===== config.mk =====
export PLATFORM = sky130hd
export DESIGN_NAME = xtal_cal_divider
export DESIGN_NICKNAME = d
export VERILOG_FILES = /design/src/rtl/xcd_pkg.sv /design/src/rtl/xcd_prescaler.sv /design/src/rtl/xcd_sec_counter.sv /design/src/rtl/xcd_cal_sched.sv /design/src/rtl/xtal_cal_divider.sv
export SDC_FILE = /design/constraint.sdc
export NUM_CORES = 1
export LEC_CHECK = 0
export BUFFER_PORTS_ARGS = -buffer_cell sky130_fd_sc_hd__clkbuf_2
export CAP_MARGIN = 15
export CORE_ASPECT_RATIO = 1.4
export CORE_UTILIZATION = 50
export CTS_BUF_LIST = sky130_fd_sc_hd__clkbuf_16
export CTS_CLUSTER_DIAMETER = 200
export DETAILED_ROUTE_END_ITERATION = 16
export GPL_TIMING_DRIVEN = 0
export PLACE_DENSITY = 0.67
export SLEW_MARGIN = 20
export SYNTH_ARGS = -nofsm -noshare
export SYNTH_HDL_FRONTEND = slang
export SYNTH_SLANG_ARGS = --single-unit
export TNS_END_PERCENT = 20

===== constraint.sdc =====
create_clock -name clk -period 7.6 [get_ports clk]
set_clock_uncertainty 0.2 [all_clocks]
set_input_delay 0 -clock clk [delete_from_list [all_inputs] [get_ports clk]]
set_output_delay 0 -clock clk [all_outputs]
set_load 0.01 [all_outputs]

===== src/rtl/xcd_pkg.sv =====
package xcd_pkg;

  // Prescaler pulses that make up one second, given the adjustment state.
  function automatic int unsigned sec_limit(int unsigned post, logic adj, logic pos);
    if (!adj)     return post;
    else if (pos) return post - 2;
    else          return post + 1;
  endfunction

  // A minute is eligible for correction when its index is below 2*mag.
  function automatic logic min_eligible(int unsigned min_idx, int unsigned mag);
    return (min_idx < (2 * mag));
  endfunction

endpackage


===== src/rtl/xcd_prescaler.sv =====
module xcd_prescaler #(
  parameter int PRE_DIV = 128
) (
  input  logic clk,
  input  logic rst_n,
  input  logic osc_en,
  input  logic stop,
  output logic pre_tc
);
  localparam int PW = (PRE_DIV > 1) ? $clog2(PRE_DIV) : 1;

  logic [PW-1:0] cnt;

  assign pre_tc = osc_en && !stop && (cnt == PW'(PRE_DIV - 1));

  always_ff @(posedge clk or negedge rst_n) begin
    if (!rst_n)      cnt <= '0;
    else if (stop)   cnt <= '0;
    else if (pre_tc) cnt <= '0;
    else if (osc_en) cnt <= cnt + 1'b1;
  end
endmodule


===== src/rtl/xcd_sec_counter.sv =====
module xcd_sec_counter
  import xcd_pkg::*;
#(
  parameter int POST_DIV = 256
) (
  input  logic clk,
  input  logic rst_n,
  input  logic pre_tc,
  input  logic stop,
  input  logic adj_now,
  input  logic adj_pos,
  output logic sec_done
);
  localparam int CW = $clog2(POST_DIV + 2);

  logic [CW-1:0] cnt;
  logic [CW-1:0] last_w;

  // Terminal count for this second: nominal, shortened or lengthened.
  assign last_w   = CW'(sec_limit(POST_DIV, adj_now, adj_pos) - 1);
  assign sec_done = pre_tc && (cnt == last_w);

  always_ff @(posedge clk or negedge rst_n) begin
    if (!rst_n)        cnt <= '0;
    else if (stop)     cnt <= '0;
    else if (sec_done) cnt <= '0;
    else if (pre_tc)   cnt <= cnt + 1'b1;
  end
endmodule


===== src/rtl/xcd_cal_sched.sv =====
module xcd_cal_sched
  import xcd_pkg::*;
#(
  parameter int SECS_PER_MIN = 60,
  parameter int CYC_MINS     = 64,
  parameter int MAG_W        = 5
) (
  input  logic             clk,
  input  logic             rst_n,
  input  logic             sec_done,
  input  logic [MAG_W-1:0] cal_mag,
  input  logic             cal_pos,
  output logic             adj_now,
  output logic             adj_pos,
  output logic             cyc_wrap,
  output logic [MAG_W-1:0] mag_l
);
  localparam int SW = (SECS_PER_MIN > 1) ? $clog2(SECS_PER_MIN) : 1;
  localparam int MW = (CYC_MINS > 1) ? $clog2(CYC_MINS) : 1;

  logic [SW-1:0] sec_idx;
  logic [MW-1:0] min_idx;
  logic          pos_l;
  logic          last_sec;
  logic          last_min;

  assign last_sec = (sec_idx == SW'(SECS_PER_MIN - 1));
  assign last_min = (min_idx == MW'(CYC_MINS - 1));
  assign cyc_wrap = sec_done && last_sec && last_min;
  assign adj_now  = (sec_idx == '0) && min_eligible(32'(min_idx), 32'(mag_l));
  assign adj_pos  = pos_l;

  always_ff @(posedge clk or negedge rst_n) begin
    if (!rst_n) begin
      sec_idx <= '0;
      min_idx <= '0;
      mag_l   <= '0;
      pos_l   <= 1'b0;
    end else if (sec_done) begin
      sec_idx <= last_sec ? '0 : sec_idx + 1'b1;
      if (last_sec) min_idx <= last_min ? '0 : min_idx + 1'b1;
      if (cyc_wrap) begin
        mag_l <= cal_mag;
        pos_l <= cal_pos;
      end
    end
  end
endmodule


===== src/rtl/xtal_cal_divider.sv =====
module xtal_cal_divider #(
  parameter int PRE_DIV      = 128,
  parameter int POST_DIV     = 256,
  parameter int SECS_PER_MIN = 60,
  parameter int CYC_MINS     = 64,
  parameter int MAG_W        = 5
) (
  input  logic             clk,
  input  logic             rst_n,
  input  logic             osc_en,
  input  logic             stop,
  input  logic [MAG_W-1:0] cal_mag,
  input  logic             cal_pos,
  output logic             tick_1hz
);
  logic             pre_tc;
  logic             sec_done;
  logic             adj_now;
  logic             adj_pos;
  logic             cyc_wrap;
  logic [MAG_W-1:0] mag_l;
  logic             tick_q;

  xcd_prescaler #(.PRE_DIV(PRE_DIV)) u_pre (
    .clk(clk), .rst_n(rst_n), .osc_en(osc_en), .stop(stop), .pre_tc(pre_tc)
  );

  xcd_sec_counter #(.POST_DIV(POST_DIV)) u_sec (
    .clk(clk), .rst_n(rst_n), .pre_tc(pre_tc), .stop(stop),
    .adj_now(adj_now), .adj_pos(adj_pos), .sec_done(sec_done)
  );

  xcd_cal_sched #(
    .SECS_PER_MIN(SECS_PER_MIN), .CYC_MINS(CYC_MINS), .MAG_W(MAG_W)
  ) u_sched (
    .clk(clk), .rst_n(rst_n), .sec_done(sec_done),
    .cal_mag(cal_mag), .cal_pos(cal_pos),
    .adj_now(adj_now), .adj_pos(adj_pos), .cyc_wrap(cyc_wrap), .mag_l(mag_l)
  );

  always_ff @(posedge clk or negedge rst_n) begin
    if (!rst_n) tick_q <= 1'b0;
    else        tick_q <= sec_done;
  end

  assign tick_1hz = tick_q;
endmodule


==> out/metrics.yaml, run 1 <==
status: "finished clean"
syn_avg_cell_area_um2: 10.4
min_path_type: "primary input to async pin"
n_fill_cell: 333
setup.worst_path.start_class: "flop"
cts_root_buffer: "clkbuf_16"
postSynthCellCount: 188
ys_warn_count: 0
die_height_um: 76.1
setup_tns_ns: 0
drt-total-wl_um: 3620
worstReg2RegStart: "u_sched.min_idx[5]"
critical_path_class: "flop to flop"
synth-seq-area-share: 0.447
synth_top_area_frac: 0.447
fp-row-count: 26
fin_crit_sh: 0.383
antenna_found_initial: 0
hold_ws_ns: 0.165
core_mm2: 0.00371
antenna_cells: 0
crit_end: "u_sched.mag_l[1]"
hpwlAfterDp_um: 2520
rsz0062_at_grt: "no"
nNetsFinal: 232
cp-end-kind: "flop"
maxCapViolations: 0
antenna_left: 0
setup_violations: 0
synth_area_leaders: "dfrtp_1 45%, ha_1 5.7%, mux2_2 5.2%"
grt_first_pass_wirelength_um: 5890
drcViolationCount: 0
cts_tree: "yes"
cts_resized: 0
layout_min_cycle_time_ns: 2.91
cts_hold_buf: 10
grt_remaining_overflow: 0
cp_slowest_cell: "dfrtp_1"
vdd_drop_max_mv: 0.151
synth.distinct_cells: 46
ys_seq_elements: 35
max_stage_delay_ns: 0.40
first_pass_iters: 4
drt_iter0_markers: 44
cp.required_ns: 7.56
slew_headroom: 0.427
die_w_um: 54.9
hold_viol_final: 0
grt_usage: 0.193
grt_pass1_vias: 1462
timing.rr.end: "u_sched.mag_l[1]"
io_pins: 11
worstPathCellList: "ha_1 -> a211oi_1 -> nand2_1 -> a311oi_1 -> xnor2_1 -> nand4_4 -> nor2_4 -> mux2_2"
max_clock_freq_mhz: 343
drive_gt1_frac: 0.182
crit_fanout: 10
power.density_mw_per_mm2: 172
via_per_inst: 5.67
area_delta_synth_final_pct: 16.9
cts.sinks: 35
clockBufferDepth: 2
netlist_area_mm2: 0.00196
grt_max_degree: 36
start_util: 0.528
crit_path_start: "u_sched.min_idx[5]"
portBuffers: 8
power.leakage_nw: 1.05
critPathTopFamily: "simple AND/OR/NAND/NOR gates"
synth_top_area_cell: "dfrtp_1"
htreeDepth: 2
clk_latency_ns: 0.28
clk_pin_slew_ns: 0.05
cp.arrival_ns: 2.88
r2r_slack_ns: 4.69
critPathBufInv: 0
wl_per_cell_um: 14.1
slew_viol_final: 0
die_area_mm2: 0.00418
rr_worst_depth: 8
place.gp.congestion: 0.794
syn_nets: 207
via_count: 1452
tightest_slew_ns: 0.860
crit_cells: 8
cts_setup_buffers: 0
numCtsBuffers: 5
## cell usage in the layout, fill, tap and decap left out, types with 2 or more instances in the layout
master	n
ha_1	9
xnor2_1	3
nand2_1	14
o21ai_0	10
xor2_1	6
nor4_1	2
dfrtp_1	35
nor2_1	17
mux2i_1	3
a21oi_1	3
nand3_1	16
dlygate4sd3_1	10
o31ai_1	3
o211ai_1	2
and3_1	3
mux2_2	9
nor4b_4	2
nand4_1	4
a22o_1	4
buf_4	2
clkbuf_2	8
and4_1	2
clkbuf_16	5
inv_1	12
or3_1	5
## synthesized netlist by cell type, drive strengths merged
library cell and number:
o21ai 11, nor2b 1, nor3b 1, xnor2 3, nor4 2, mux2 10
a21oi 4, and2 1, o2111ai 1, or4 1, nand3 17, nand4 5
nand3b 1, mux2i 3, buf 3, inv 10, nand2 14, or3 5
a22o 4, or2 1, and4 2, nor4b 2, a311oi 1, dfrtp 35
nor2 19, a211oi 1, and3 3, ha 9, a31oi 1, o211ai 2
clkbuf 1, a22oi 1, a21o 2, o31ai 3, nor3 1, o21a 1
xor2 6
## how the worst min path moves through the flow
stage / startpoint / end / slack [ns] / cells after the start
final: rst_n / u_sec.cnt[4] / 0.16 / 2
after global routing: rst_n / u_sched.mag_l[1] / 0.31 / 2
after CTS: rst_n / u_sec.cnt[4] / 0.21 / 2
after detailed placement: rst_n / u_sec.cnt[4] / -0.04 / 1
after global placement: rst_n / u_sec.cnt[4] / -0.05 / 1
after floorplan: rst_n / tick_1hz / -0.50 / 0
## metrics by stage
step            util  total power, mW  setup slack (ns)  instance area [um^2]  std cells
3_3_place_gp   0.553            0.203              4.72                  2050        238
5_1_grt        0.617            0.404              4.44                  2290        256
6_report       0.617            0.394              4.69                  2290        256
3_5_place_dp   0.553            0.204              4.67                  2050        238
2_1_floorplan      -            0.197              4.96                  1960        188
4_1_cts        0.617            0.399              4.62                  2290        256
## power breakdown
| group | leakage, nW | internal [mW] | switching (mW) | total, mW |
|---|---|---|---|---|
| Combinational | 0.492 | 0.00795 | 0.00821 | 0.0162 |
| Sequential | 0.482 | 0.188 | 0.000966 | 0.189 |
| Clock | 0.0762 | 0.118 | 0.0715 | 0.190 |
## sequential cells by signal, indices dropped and copies added, names as in the netlist
signal / flops
u_pre.cnt: 7
u_sched.mag_l: 5
tick_1hz: 1
u_sec.cnt: 9
u_sched.min_idx: 6
u_sched.sec_idx: 6
u_sched.adj_pos: 1
## area by class of cell
cell class	count	area, um^2	share of cell area
inverters	10	37.5	0.0164
plain buffers	4	40.0	0.0175
flip-flops and latches	35	876	0.383
multi-input cells	139	1010	0.439
clock inverters	3	12.5	0.00546
clock buffers	5	125	0.0546
repair buffers	18	140	0.0612
well taps	42	52.6	0.0230
## routing by layer
metal / track usage / vias up / routed length [um]
met1: 0.198 / 701 / 1510
met5: 0 / - / 0
met4: 0.0750 / 0 / 62
met2: 0.346 / 20 / 1960
met3: 0.0539 / 6 / 96
li1: - / 725 / -
## cells by family (layout without fill, tap and decap cells)
logic type                 Yosys count  after routing  share of synthesized area
xor gates and xnor gates             9              9                     0.0402
AOI/OAI and AO/OA                   32             32                      0.114
buffers and inverters               14             40                     0.0396
muxes                               13             13                     0.0747
adders and majority gates            9              9                     0.0575
DFF                                 35             35                      0.447
and+or+nand+nor                     76             76                      0.227
Note: power is estimated with default switching activity, not from simulation.
==> inputs of run 2 (changes only) <==
--- a/config.mk
+++ b/config.mk
@@ -5,6 +5,7 @@
 export SDC_FILE = /design/constraint.sdc
 export NUM_CORES = 1
 export LEC_CHECK = 0
+export ABC_AREA = 1
 export BUFFER_PORTS_ARGS = -buffer_cell sky130_fd_sc_hd__clkbuf_2
 export CAP_MARGIN = 15
 export CORE_ASPECT_RATIO = 1.4
==> constraint.sdc (replaced) <==
create_clock -name clk -period 2.9 [get_ports clk]
set_clock_uncertainty 0.2 [all_clocks]
set_input_delay 0 -clock clk [delete_from_list [all_inputs] [get_ports clk]]
set_output_delay 0 -clock clk [all_outputs]
set_load 0.01 [all_outputs]
==> run 2 against run 1 <==
  * The flow now finishes with violations (DRC)
  * Sequential share of layout area down 3.3 points
  * First-iteration DRC count up 16%
  * Worst setup slack worse by 4.2 ns
  * Sequential cell count unchanged
  * Largest cell class unchanged
==> out/metrics.yaml, run 2 <==
slew_headroom: 0.415  # -0.0120
synth.distinct_cells: 29  # -37%
antenna_left: 0  # unchanged
worstReg2RegStart: "u_sched.min_idx[3]"
drcViolationCount: 1  # +1
placed_cell_area_mm2: 0.00226  # +9.9%
crit_fanout: 8  # -2
via_per_inst: 5.23  # -7.7%
final_common_cell: "nand2_1"
htreeDepth: 2  # unchanged
synthMuxAreaShare: 0  # -0.0747
cts_root_buffer: "clkbuf_16"
status: "finished with violations"
yosys.area_share.simple: 0.334  # +0.107
top_regs: "u_sec.cnt (9), u_pre.cnt (7)"
synth_top_area_cell: "dfrtp_1"
totalPowerFinal_mw: 1.09  # +180%
clk_latency_ns: 0.28  # about the same
postLayoutCellArea_mm2: 0.00251  # +9.5%
syn_nets: 289  # +40%
synth_adder_area_share: 0.0523  # -0.00515
setup.worst_path.start_class: "flop"
synth_top_area_frac: 0.407  # -0.0400
slew_viol_final: 0  # unchanged
numCtsBuffers: 5  # unchanged
die_height_um: 79.6  # +4.7%
area_delta_synth_final_pct: 16.5
cp-end-kind: "flop"
drt-total-wl_um: 4180  # +15%
netlist_area_mm2: 0.00215  # +9.8%
place.gp.congestion: 0.832  # +4.9%
synthFlopType: "dfrtp_1"
postSynthCellCount: 270  # +44%
cts_hold_buf: 11  # +1
ys_warn_count: 0  # unchanged
clk_pin_slew_ns: 0.06  # about the same
async_flop_share: 1.00  # unchanged
synth-seq-area-share: 0.407  # -0.0400
cts_tree: "yes"
synth_compound_area_frac: 0.0802  # -0.0341
first_pass_iters: 10  # +6
core_mm2: 0.00402  # +8.4%
drt_iter0_markers: 51  # +16%
synth_edf_count: 0  # unchanged
antenna_found_initial: 0  # unchanged
max_clock_freq_mhz: 422  # +23%
layout_setup_ws_ns: 0.531  # -4.15 ns
critical_path_class: "flop to flop"
clockBufferDepth: 2  # unchanged
layout_min_cycle_time_ns: 2.37  # -0.545 ns
ys_seq_elements: 35  # unchanged
grt_max_degree: 36  # unchanged
die_w_um: 57.4  # +4.6%
largest_reg_flops: 9  # unchanged
fin_crit_sh: 0.817  # +0.433
vdd_drop_max_mv: 0.400  # +160%
cp.required_ns: 2.84  # -4.72 ns
grt_pass1_vias: 1741  # +19%
crit_path_start: "u_sched.min_idx[3]"
final_cell_mix: "63 x nand2_1, 41 x inv_1, 35 x dfrtp_1"
io_pins: 11  # unchanged
r2r_slack_ns: 0.53  # -4.15 ns
synth-xor-area-share: 0.0366  # -0.00360
power.density_mw_per_mm2: 434  # +150%
cts_resized: 0  # unchanged
grt_usage: 0.215  # +0.0212
cts_setup_buffers: 0  # unchanged
via_count: 1790  # +23%
synth_top_family_by_area: "simple AND/OR/NAND/NOR gates"
synth.most_common_cell: "nand2_1"
hpwlAfterDp_um: 2860  # +14%
tightest_slew_ns: 0.878  # +0.0180 ns
pre_cts_ws_ns: 0.536  # -4.13 ns
antenna_cells: 0  # unchanged
setup_tns_ns: 0  # unchanged
drive_gt1_frac: 0.134  # -0.0485
seqCellArea_um2: 876  # unchanged
min_path_type: "primary input to async pin"
cts.sinks: 35  # unchanged
grt_first_pass_wirelength_um: 7550  # +28%
maxCapViolations: 0  # unchanged
largest_register: "u_sec.cnt"
wl_per_cell_um: 12.2  # -14%
hold_viol_final: 0  # unchanged
cp.arrival_ns: 2.31  # -0.57 ns
portBuffers: 10  # +2
n_fill_cell: 346  # +3.9%
rsz0062_at_grt: "no"
synth_area_leaders: "dfrtp_1 41%, nand2_1 11%, inv_1 7.0%"
timing.rr.end: "u_sec.cnt[0]"
start_util: 0.535  # +0.00699
die_area_mm2: 0.00457  # +9.5%
grt_remaining_overflow: 0  # unchanged
rr_worst_depth: 15  # +7
violations: "DRC"
netlist_top_cells_count: "63 x nand2_1, 40 x inv_1, 35 x dfrtp_1"
syn_avg_cell_area_um2: 7.97  # -24%
power.leakage_nw: 1.19  # +13%
nNetsFinal: 317  # +37%
setup_violations: 0  # unchanged
multi_input_area_mm2: 0.00108  # +7.6%
fp-row-count: 27  # +3.8%
[run 2: cell count changes after synthesis, sizes merged, moves of 7 or more]
cell | previous run | this run
inv | 10 | 43
nand2 | 14 | 70
nand3 | 17 | 25
nor3 | 1 | 8
o22ai | 0 | 7
mux2 | 10 | 0
[run 2: cell families (layout without fill, tap and decap cells)]
family                     count (synthesis)  count (layout)
xor gates and xnor gates                   9               9
AOI/OAI and AO/OA                         32              32
DFF                                       35              35
and+or+nand+nor                          139             139
adders and majority gates                  9               9
buffers and inverters                     46              75
[run 2: critical path, stage by stage (launching register included)]
cell and delay (ns):
dfrtp_1 0.42, ha_1 0.31, nand2_1 0.07, inv_1 0.03, nand2_1 0.05, nand2_1 0.06
nand2_2 0.15, nand3_4 0.13, clkinv_1 0.09, nand2_1 0.06, nand2_2 0.14, nand3_2 0.14
nand2_2 0.19, inv_2 0.06, nand2_1 0.05, o21ai_0 0.08
[run 2: metrics by stage]
stage / hold WS, ns / utilization / std cells
after floorplan: -0.496 / - / 270
after global placement: -0.0266 / 0.561 / 323
after detailed placement: -0.0261 / 0.561 / 323
after CTS: 0.225 / 0.624 / 342
after global routing: 0.282 / 0.624 / 342
final: 0.173 / 0.624 / 342
[run 2: power breakdown]
| group | switching, mW | internal, mW | leakage, nW | total [mW] |
|---|---|---|---|---|
| combinational | 0.0355 | 0.0331 | 0.671 | 0.0686 |
| clock | 0.199 | 0.313 | 0.0710 | 0.512 |
| sequential | 0.00833 | 0.500 | 0.445 | 0.509 |
| total | 0.242 | 0.846 | 1.19 | 1.09 |
[run 2: metal layers]
layer  up-vias  GRT usage  part of all wire  wire length (um)
li1        936          -                 -                 -
met1       831      0.270              0.47              1970
met2        19      0.367              0.50              2100
met3         4     0.0438             0.018                74
met4         0     0.0634            0.0086                36
met5         -          0                 0                 0
[run 2: final cells by class]
cell class,instances,area share
Multi-Input combinational cell,189,0.432
Sequential cell,35,0.349
Inverter,44,0.0679
Timing Repair Buffer,21,0.0639
Clock buffer,5,0.0499
Tap cell,43,0.0215
Buffer,2,0.00948
Clock inverter,3,0.00649
[run 2: worst max-delay path by stage]
stage | to | slack, ns | cells past startpoint
final | u_sec.cnt[0] | 0.53 | 15
after global routing | u_sec.cnt[0] | 0.26 | 15
after CTS | u_sec.cnt[0] | 0.50 | 15
after detailed placement | u_sec.cnt[1] | 0.54 | 15
after global placement | u_sec.cnt[1] | 0.56 | 15
after floorplan | u_sched.adj_pos | 0.84 | 14
==> inputs of run 3 (changes only) <==
==> constraint.sdc (replaced) <==
create_clock -name clk -period 2.5 [get_ports clk]
set_clock_uncertainty 0.2 [all_clocks]
set_input_delay 0 -clock clk [delete_from_list [all_inputs] [get_ports clk]]
set_output_delay 0 -clock clk [all_outputs]
set_load 0.01 [all_outputs]
==> run 3 against run 2 <==
  * The flow still finishes with violations (DRC)
  * Highest routed layer unchanged
  * Design area up 2.1%
  * Combinational power is 16% higher
  * Critical endpoint is now u_sched.mag_l[1]
  * Wire length up 2.0%
==> out/metrics.yaml, run 3 (synthesis results as in run 2) <==
n_fill_cell: 343  # -0.87%
grt_first_pass_wirelength_um: 7550  # unchanged
grt_remaining_overflow: 0  # unchanged
min_path_type: "primary input to async pin"
top_regs: "u_sec.cnt (9), u_pre.cnt (7)"
largest_reg_flops: 9  # unchanged
clk_latency_ns: 0.28  # about the same
place.gp.congestion: 0.832  # unchanged
final_cell_mix: "63 x nand2_1, 41 x inv_1, 35 x dfrtp_1"
final_common_cell: "nand2_1"
nNetsFinal: 322  # +1.6%
core_mm2: 0.00402  # unchanged
via_count: 1818  # +1.6%
max_clock_freq_mhz: 433  # +2.5%
drive_gt1_frac: 0.148  # +0.0142
power.density_mw_per_mm2: 494  # +14%
die_height_um: 79.6  # unchanged
clk_pin_slew_ns: 0.06  # about the same
clockBufferDepth: 2  # unchanged
die_w_um: 57.4  # unchanged
antenna_found_initial: 0  # unchanged
drcViolationCount: 1  # unchanged
grt_pass1_vias: 1741  # unchanged
grt_usage: 0.215  # unchanged
layout_setup_ws_ns: 0.190  # -0.341 ns
cts_root_buffer: "clkbuf_16"
violations: "DRC"
hpwlAfterDp_um: 2860  # unchanged
r2r_slack_ns: 0.19  # -0.34 ns
cp-end-kind: "flop"
multi_input_area_mm2: 0.00110  # +1.4%
largest_register: "u_sec.cnt"
critical_path_class: "flop to flop"
fp-row-count: 27  # unchanged
pre_cts_ws_ns: 0.136  # -0.400 ns
grt_max_degree: 36  # unchanged
htreeDepth: 2  # unchanged
final_core_util: 0.637  # +0.0131
io_pins: 11  # unchanged
portBuffers: 10  # unchanged
placed_cells: 323  # unchanged
cp.required_ns: 2.47  # -0.37 ns
fin_crit_sh: 0.924  # +0.107
cp.arrival_ns: 2.28  # -0.03 ns
drt-total-wl_um: 4260  # +2.0%
maxCapViolations: 0  # unchanged
cts_tree: "yes"
setup.worst_path.start_class: "flop"
numCtsBuffers: 5  # unchanged
power.leakage_nw: 1.21  # +2.3%
wl_per_cell_um: 12.3  # +0.49%
slew_viol_final: 0  # unchanged
drt_iter0_markers: 44  # -14%
status: "finished with violations"
setup_violations: 0  # unchanged
crit_fanout: 7  # -1
cts.sinks: 35  # unchanged
antenna_cells: 0  # unchanged
start_util: 0.535  # unchanged
setup_tns_ns: 0  # unchanged
vdd_drop_max_mv: 0.468  # +17%
tightest_slew_ns: 0.880  # +0.00276 ns
slew_headroom: 0.413  # -0.00184
area_delta_synth_final_pct: 19.0
antenna_left: 0  # unchanged
layout_min_cycle_time_ns: 2.31  # -0.0587 ns
hold_ws_ns: 0.174  # +0.00100 ns
layout.cells.non_filler: 347  # +1.5%
seqCellArea_um2: 876  # unchanged
hold_viol_final: 0  # unchanged
via_per_inst: 5.24  # +0.10%
die_area_mm2: 0.00457  # unchanged
first_pass_iters: 10  # unchanged
-- run 3: cell types whose count changed in the layout (fill, tap and decap cells not counted), sizes merged --
cell | previous run | this run
buf | 1 | 7
clkbuf | 16 | 15
-- run 3: stage by stage --
| stage | cell area, um^2 | total power [mW] |
|---|---|---|
| floorplan | 2150 | 0.630 |
| global placement | 2260 | 0.658 |
| detailed placement | 2260 | 0.659 |
| CTS | 2510 | 1.28 |
| global route | 2560 | 1.31 |
| finish | 2560 | 1.26 |
-- run 3: report_power, final --
| group | internal (mW) | switching, mW | leakage (nW) | total, mW |
|---|---|---|---|---|
| logic | 0.0384 | 0.0414 | 0.698 | 0.0798 |
| clock network | 0.363 | 0.232 | 0.0710 | 0.595 |
| registers | 0.580 | 0.00946 | 0.445 | 0.590 |
| total | 0.982 | 0.283 | 1.21 | 1.26 |
-- run 3: metal layers --
layer  vias up  share of wire  global-route usage
met3         4          0.019              0.0438
li1        946              -                   -
met5         -              0                   0
met2        23           0.52               0.367
met4         0         0.0084              0.0634
met1       845           0.46               0.270
-- run 3: critical path: stages, from the launching register on --
cell and delay, ns:
dfrtp_1 0.41, ha_1 0.30, nand2_1 0.07, inv_1 0.03, nand2_1 0.05, nand2_1 0.10
nand2_4 0.12, nand3_4 0.12, nand2_4 0.09, nand2_4 0.06, nor2_8 0.14, nand3_4 0.12
inv_6 0.11, nand2_2 0.11, nand2_1 0.11, nand2_1 0.05
-- run 3: worst paths after layout --
| check | from | to | cells past startpoint |
|---|---|---|---|
| min | rst_n | u_sec.cnt[4] | 2 |
| min reg2reg | u_sched.mag_l[3] | u_sched.mag_l[3] | 2 |
| max in group asynchronous | rst_n | u_sched.sec_idx[4] | 2 |
| max reg2reg | u_sched.min_idx[3] | u_sched.mag_l[1] | 15 |
| max | u_sched.min_idx[3] | u_sched.mag_l[1] | 15 |
| min in group clk | u_sched.mag_l[3] | u_sched.mag_l[3] | 2 |
-- run 3: layout make-up --
type / count / area share
well taps: 43 / 0.0210
inverters: 44 / 0.0665
plain buffers: 2 / 0.00929
multi-input cells: 189 / 0.429
repair buffers: 26 / 0.0772
clock buffers: 5 / 0.0489
flip-flops and latches: 35 / 0.342
clock inverters: 3 / 0.00635
-- run 3: what timing repair did --
item,4_1_cts,5_1_grt
resized for setup,0,4
endpoints found under the setup margin,0,12
buffers inserted,0,5
hold buffers,11,0
endpoints found under the hold margin,45,0
